$ cat config.mk
export PLATFORM = sky130hd
export DESIGN_NAME = hzd_unit
export DESIGN_NICKNAME = d
export VERILOG_FILES = /design/src/rtl/hzd_pkg.sv /design/src/rtl/hzd_fwd_pick.sv /design/src/rtl/hzd_load_use.sv /design/src/rtl/hzd_ilk_fsm.sv /design/src/rtl/hzd_unit.sv
export SDC_FILE = /design/constraint.sdc
export NUM_CORES = 1
export LEC_CHECK = 0
export BUFFER_PORTS_ARGS = -buffer_cell sky130_fd_sc_hd__buf_2
export CORE_AREA = 10 10 47 49
export CTS_BUF_LIST = sky130_fd_sc_hd__clkbuf_4 sky130_fd_sc_hd__clkbuf_8
export DETAILED_ROUTE_END_ITERATION = 8
export DIE_AREA = 0 0 57 59
export GPL_TIMING_DRIVEN = 0
export PLACE_DENSITY_LB_ADDON = 0.2
export SLEW_MARGIN = 20
export SYNTH_ARGS = -nofsm -noshare
export SYNTH_HDL_FRONTEND = slang
export SYNTH_SLANG_ARGS = --single-unit
$ cat constraint.sdc
create_clock -name clk -period 1.6 [get_ports clk]
set_clock_uncertainty 0.2 [all_clocks]
set_input_delay 0.16 -clock clk [delete_from_list [all_inputs] [get_ports clk]]
set_output_delay 0.16 -clock clk [all_outputs]
set_load 0.01 [all_outputs]
$ cat src/rtl/hzd_pkg.sv
package hzd_pkg;

    // Operand source select driven toward the execute-stage operand muxes
    typedef enum logic [1:0] {
        FWD_RF  = 2'b00,
        FWD_WB  = 2'b01,
        FWD_MEM = 2'b10
    } fwd_sel_e;

    // Interlock sequencing: RUN allows an interlock, HELD is the cycle after one
    typedef enum logic {
        ST_RUN  = 1'b0,
        ST_HELD = 1'b1
    } ilk_state_e;

endpackage

$ cat src/rtl/hzd_fwd_pick.sv
module hzd_fwd_pick
    import hzd_pkg::*;
#(
    parameter int AW = 5
) (
    input  logic [AW-1:0] src_idx,
    input  logic [AW-1:0] mem_rd,
    input  logic          mem_we,
    input  logic [AW-1:0] wb_rd,
    input  logic          wb_we,
    output fwd_sel_e      sel
);

    localparam logic [AW-1:0] ZERO_IDX = '0;

    logic mem_hit;
    logic wb_hit;

    // A producer only qualifies when it writes and its target is not the zero register
    always_comb begin
        mem_hit = mem_we && (mem_rd != ZERO_IDX) && (mem_rd == src_idx);
        wb_hit  = wb_we  && (wb_rd  != ZERO_IDX) && (wb_rd  == src_idx);
    end

    // The younger result (memory stage) takes priority over the older one
    always_comb begin
        unique case ({mem_hit, wb_hit})
            2'b10, 2'b11: sel = FWD_MEM;
            2'b01:        sel = FWD_WB;
            default:      sel = FWD_RF;
        endcase
    end

endmodule

$ cat src/rtl/hzd_load_use.sv
module hzd_load_use #(
    parameter int AW = 5
) (
    input  logic [AW-1:0] id_rs1,
    input  logic [AW-1:0] id_rs2,
    input  logic [AW-1:0] ex_rd,
    input  logic          ex_we,
    input  logic          ex_is_load,
    output logic          hazard
);

    localparam logic [AW-1:0] ZERO_IDX = '0;

    logic load_live;
    logic src_match;

    always_comb begin
        load_live = ex_is_load && ex_we && (ex_rd != ZERO_IDX);
        src_match = (ex_rd == id_rs1) || (ex_rd == id_rs2);
        hazard    = load_live && src_match;
    end

endmodule

$ cat src/rtl/hzd_ilk_fsm.sv
module hzd_ilk_fsm
    import hzd_pkg::*;
(
    input  logic clk,
    input  logic rst_n,
    input  logic hazard,
    output logic stall
);

    ilk_state_e state_q;
    ilk_state_e state_d;

    always_ff @(posedge clk) begin
        if (!rst_n) begin
            state_q <= ST_RUN;
        end else begin
            state_q <= state_d;
        end
    end

    // Transitions: RUN->HELD on hazard, HELD->RUN always
    always_comb begin
        state_d = state_q;
        unique case (state_q)
            ST_RUN:  if (hazard) state_d = ST_HELD;
            ST_HELD: state_d = ST_RUN;
            default: state_d = ST_RUN;
        endcase
    end

    // Outputs: an interlock can only be raised from RUN
    always_comb begin
        stall = 1'b0;
        unique case (state_q)
            ST_RUN:  stall = hazard;
            ST_HELD: stall = 1'b0;
            default: stall = 1'b0;
        endcase
    end

endmodule

$ cat src/rtl/hzd_unit.sv
module hzd_unit
    import hzd_pkg::*;
#(
    parameter int AW = 5
) (
    input  logic          clk,
    input  logic          rst_n,
    input  logic [AW-1:0] id_rs1,
    input  logic [AW-1:0] id_rs2,
    input  logic [AW-1:0] ex_rs1,
    input  logic [AW-1:0] ex_rs2,
    input  logic [AW-1:0] ex_rd,
    input  logic          ex_we,
    input  logic          ex_is_load,
    input  logic [AW-1:0] mem_rd,
    input  logic          mem_we,
    input  logic [AW-1:0] wb_rd,
    input  logic          wb_we,
    output logic [1:0]    fwd_a,
    output logic [1:0]    fwd_b,
    output logic          pc_hold,
    output logic          ifid_hold,
    output logic          idex_bubble
);

    localparam int NSRC = 2;

    logic [AW-1:0] ex_src [NSRC];
    fwd_sel_e      src_sel [NSRC];
    logic          lu_hazard;
    logic          ilk_stall;

    assign ex_src[0] = ex_rs1;
    assign ex_src[1] = ex_rs2;

    for (genvar g = 0; g < NSRC; g++) begin : g_opnd
        hzd_fwd_pick #(.AW(AW)) u_pick (
            .src_idx (ex_src[g]),
            .mem_rd  (mem_rd),
            .mem_we  (mem_we),
            .wb_rd   (wb_rd),
            .wb_we   (wb_we),
            .sel     (src_sel[g])
        );
    end

    assign fwd_a = src_sel[0];
    assign fwd_b = src_sel[1];

    hzd_load_use #(.AW(AW)) u_lu (
        .id_rs1     (id_rs1),
        .id_rs2     (id_rs2),
        .ex_rd      (ex_rd),
        .ex_we      (ex_we),
        .ex_is_load (ex_is_load),
        .hazard     (lu_hazard)
    );

    hzd_ilk_fsm u_fsm (
        .clk    (clk),
        .rst_n  (rst_n),
        .hazard (lu_hazard),
        .stall  (ilk_stall)
    );

    assign pc_hold     = ilk_stall;
    assign ifid_hold   = ilk_stall;
    assign idex_bubble = ilk_stall;

endmodule

==> run_summary.xml <==
<?xml version="1.0" encoding="UTF-8"?>
<metrics>
  <group name="status">
    <metric name="run_status" unit="">finished, violations left</metric>
    <metric name="violated_checks" unit="">negative setup slack</metric>
  </group>
  <group name="hold_path">
    <metric name="min-delay-path-class" unit="">input port to register</metric>
    <metric name="holdPathStages" unit="">3</metric>
  </group>
  <group name="worst_setup_path">
    <metric name="slowest_stage" unit="">or4_4</metric>
    <metric name="path_cells" unit="">buf_2 -&gt; or4_4 -&gt; o21ai_4 -&gt; nor4_1 -&gt; nor4_2 -&gt; buf_2</metric>
    <metric name="critPathMostFrequentCell" unit="">buf_2</metric>
    <metric name="cp_max_fo" unit="">3</metric>
    <metric name="reg2regPathDepth" unit="">2</metric>
    <metric name="worst_path_largest_cell_delay" unit="ps">550</metric>
    <metric name="worst_path_class_setup" unit="">input port to primary output</metric>
    <metric name="cpLargestDelayFamily" unit="">simple AND/OR/NAND/NOR gates</metric>
    <metric name="critPathCaptureType" unit="">primary output</metric>
    <metric name="cp.required" unit="ps">1240</metric>
    <metric name="crit_buf_inv" unit="">2</metric>
    <metric name="setup.worst_path.start_class" unit="">input port</metric>
    <metric name="critical_path_arrival" unit="ps">1370</metric>
    <metric name="path_depth" unit="">6</metric>
  </group>
  <group name="global_routing">
    <metric name="grt_antenna_before_repair" unit="">0</metric>
    <metric name="first_global_vias" unit="">672</metric>
    <metric name="grt_start_max_net_pins" unit="">4</metric>
    <metric name="gr-total-overflow" unit="">0</metric>
    <metric name="track_usage" unit="">0.08878</metric>
    <metric name="grt_pass1_wl" unit="mm">2.649</metric>
  </group>
  <group name="synthesis">
    <metric name="post_synth_instance_area" unit="sq um">447.9</metric>
    <metric name="synth_adder_area_share" unit="">0</metric>
    <metric name="synthMuxAreaShare" unit="">0</metric>
    <metric name="yosys_warning_total" unit="">0</metric>
    <metric name="synthTopCellsByArea" unit="">xor2_1, xnor2_1, or4_1</metric>
    <metric name="synth_top_area_cell" unit="">xor2_1</metric>
    <metric name="synth.yosys.seq_area_share" unit="">0.04469</metric>
    <metric name="synthesized_area_fraction_occupied_by_ao_oa_aoi_and_oai_cells" unit="">0.04749</metric>
    <metric name="synth_xor_area_frac" unit="">0.5866</metric>
    <metric name="synthesis.area_per_instance" unit="sq um">7.999</metric>
    <metric name="synth.distinct_cells" unit="">15</metric>
    <metric name="post_synth_inst_count" unit="">56</metric>
    <metric name="synth_top_family_by_area" unit="">XOR/XNOR gates</metric>
    <metric name="synth_top_cell_area_share" unit="">0.4693</metric>
    <metric name="synth_simple_gate_area_frac" unit="">0.2877</metric>
    <metric name="mappedNetlistNets" unit="">97</metric>
    <metric name="ys_ff_latch" unit="">1</metric>
  </group>
  <group name="detailed_routing">
    <metric name="wl" unit="mm">1.653</metric>
    <metric name="vias_per_cell" unit="">4.692</metric>
    <metric name="via_count" unit="">563</metric>
    <metric name="postRouteAntennaNets" unit="">0</metric>
    <metric name="routed_wire_length_per_instance" unit="um">13.78</metric>
    <metric name="detail_route.drc_violations" unit="">0</metric>
    <metric name="drt_iter0_drc" unit="">4</metric>
    <metric name="drt_pre_antenna_iters" unit="">3</metric>
  </group>
  <group name="sta">
    <metric name="finalSetupViolCount" unit="">2</metric>
    <metric name="rsz0062_at_grt" unit="">yes</metric>
    <metric name="final.setup.worst_slack" unit="ps">-132.2</metric>
    <metric name="timing.final.max_slew_violations" unit="">0</metric>
    <metric name="final.min_clock_period" unit="ps">1732</metric>
    <metric name="fmaxAchievable" unit="MHz">577.3</metric>
    <metric name="final_report_hold_violation_count" unit="">0</metric>
    <metric name="worstMarginPinSlew" unit="ps">403.4</metric>
    <metric name="final_critical_path_share_of_the_clock_period" unit="">1.083</metric>
    <metric name="slew_headroom" unit="">0.7286</metric>
  </group>
  <group name="place">
    <metric name="place_area" unit="sq um">709.4</metric>
    <metric name="finalWeightedCongestion" unit="">0.7664</metric>
    <metric name="dpl_worst_slack" unit="ps">-206.8</metric>
    <metric name="placement.io_buffers" unit="">47</metric>
    <metric name="place.detailed.hpwl" unit="mm">1.556</metric>
    <metric name="placed_cells" unit="">119</metric>
  </group>
  <group name="power">
    <metric name="power_density" unit="nW/um^2">255.1</metric>
    <metric name="comb_power_share" unit="">0.876</metric>
    <metric name="peakVddDrop" unit="mV">0.1632</metric>
    <metric name="power_report.internal_total" unit="uW">126.8</metric>
    <metric name="cellLeakagePower" unit="uW">0.0003871</metric>
    <metric name="clock_power_share" unit="">0</metric>
    <metric name="power_switching" unit="uW">82.87</metric>
    <metric name="power.sequential.fraction" unit="">0.124</metric>
    <metric name="power.switching_fraction" unit="">0.3952</metric>
  </group>
  <group name="cells_and_area">
    <metric name="design.final.nets" unit="">147</metric>
    <metric name="finish.cell_count_without_fillers" unit="">120</metric>
    <metric name="post-route-util" unit="">0.5866</metric>
    <metric name="commonest_cells_after_routing_fill_and_taps_aside" unit="">buf_2, xor2_1, buf_6</metric>
    <metric name="final-seq-area" unit="sq um">20.02</metric>
    <metric name="finalInstanceArea" unit="sq um">822.0</metric>
    <metric name="mostFrequentLayoutCell" unit="">buf_2</metric>
    <metric name="largest-register" unit="">u_fsm.state_q</metric>
    <metric name="post_route_cells_drive_above_1_share" unit="">0.5769</metric>
    <metric name="flow.area_growth_from_synthesis" unit="%">83.52</metric>
    <metric name="insertedDiodeCount" unit="">0</metric>
    <metric name="final.fill_count" unit="">136</metric>
    <metric name="multi_input_comb_area" unit="sq um">464.2</metric>
    <metric name="top_registers" unit="">u_fsm.state_q x1</metric>
    <metric name="largest_reg_flops" unit="">1</metric>
  </group>
  <group name="flow_run">
    <metric name="max_cap_violations" unit="">0</metric>
  </group>
  <group name="floorplan">
    <metric name="rows" unit="">14</metric>
    <metric name="core_box_area" unit="sq um">1401</metric>
    <metric name="floorplan.initialDensity" unit="">0.3196</metric>
    <metric name="dieWidth" unit="um">57</metric>
    <metric name="ios" unit="">48</metric>
    <metric name="die_area" unit="sq um">3363</metric>
    <metric name="dieHeight" unit="um">59</metric>
  </group>
  <group name="cts">
    <metric name="clkTransAtPathRegs" unit="ps">0</metric>
    <metric name="insertion_delay_of_the_later_clocked_pin_in_the_worst_skew_pair" unit="ps">0</metric>
  </group>
</metrics>
-- synthesized netlist by cell type --
cell type / count
nor4_1: 4
xnor2_1: 6
nand3_1: 2
buf_4: 2
nor4_2: 2
o21ai_2: 1
nor3_1: 2
xor2_1: 24
nand2_1: 1
dfxtp_1: 1
a22oi_1: 1
or4_1: 5
nor2_1: 3
o21ai_1: 1
nand2b_1: 1
-- power by group through the flow --
| stage | sequential, uW | combinational (uW) | clock [uW] |
|---|---|---|---|
| 5_1_grt | 26.0 | 203 | 0 |
| 6_report | 25.9 | 184 | 0 |
| 4_1_cts | 25.9 | 176 | 0 |
| 3_3_place_gp | 25.8 | 156 | 0 |
| 2_1_floorplan | 25.8 | 73.2 | 0 |
| 3_5_place_dp | 25.9 | 158 | 0 |
-- cell type report --
type | count | area share
flip-flops and latches | 1 | 0.02435
plain buffers | 2 | 0.01826
multi-input cells | 53 | 0.5647
repair buffers | 48 | 0.3683
well taps | 16 | 0.02435
-- worst paths after layout --
| path | from | endpoint | slack (ps) |
|---|---|---|---|
| worst max register to register | u_fsm.state_q | u_fsm.state_q | 690 |
| worst min-delay path | rst_n | u_fsm.state_q | 210 |
| worst min register to register | u_fsm.state_q | u_fsm.state_q | 350 |
| worst max-delay path | mem_rd[0] | fwd_a[0] | -130 |
-- metal layers --
layer | wire (um) | global-route usage
met5 | 0 | 0
met3 | 101 | 0.01931
met4 | 0 | 0.006711
met1 | 640 | 0.08602
met2 | 912 | 0.1891
-- through the flow --
stage               power, uW  TNS [ps]  hold slack [ps]
CTS                     201.7    -327.5            215.8
floorplan               98.98         0            92.71
finish                  209.7    -249.9            212.0
global placement        181.8    -683.1            205.3
global route            228.6    -514.3            228.1
detailed placement      184.2    -742.6            212.5
-- worst reg2reg max path: stages (launching register included) --
cell and delay, ps:
dfxtp_1 300, nand2b_1 140, nor4_1 160
-- kinds of logic after synthesis --
family                 after synthesis
AO/OA/AOI/OAI                        3
XOR/XNOR                            30
buffers and inverters                2
flip-flops                           1
AND/OR/NAND/NOR                     20
-- timing repair --
item / CTS / global route
pin swaps: 7 / 3
hold buffers: 0 / 0
resized for setup: 19 / 5
cloned: 0 / 0
buffers inserted: 0 / 1
endpoints found under the setup margin: 5 / 7
No activity file was read; power rests on OpenSTA's default activity.
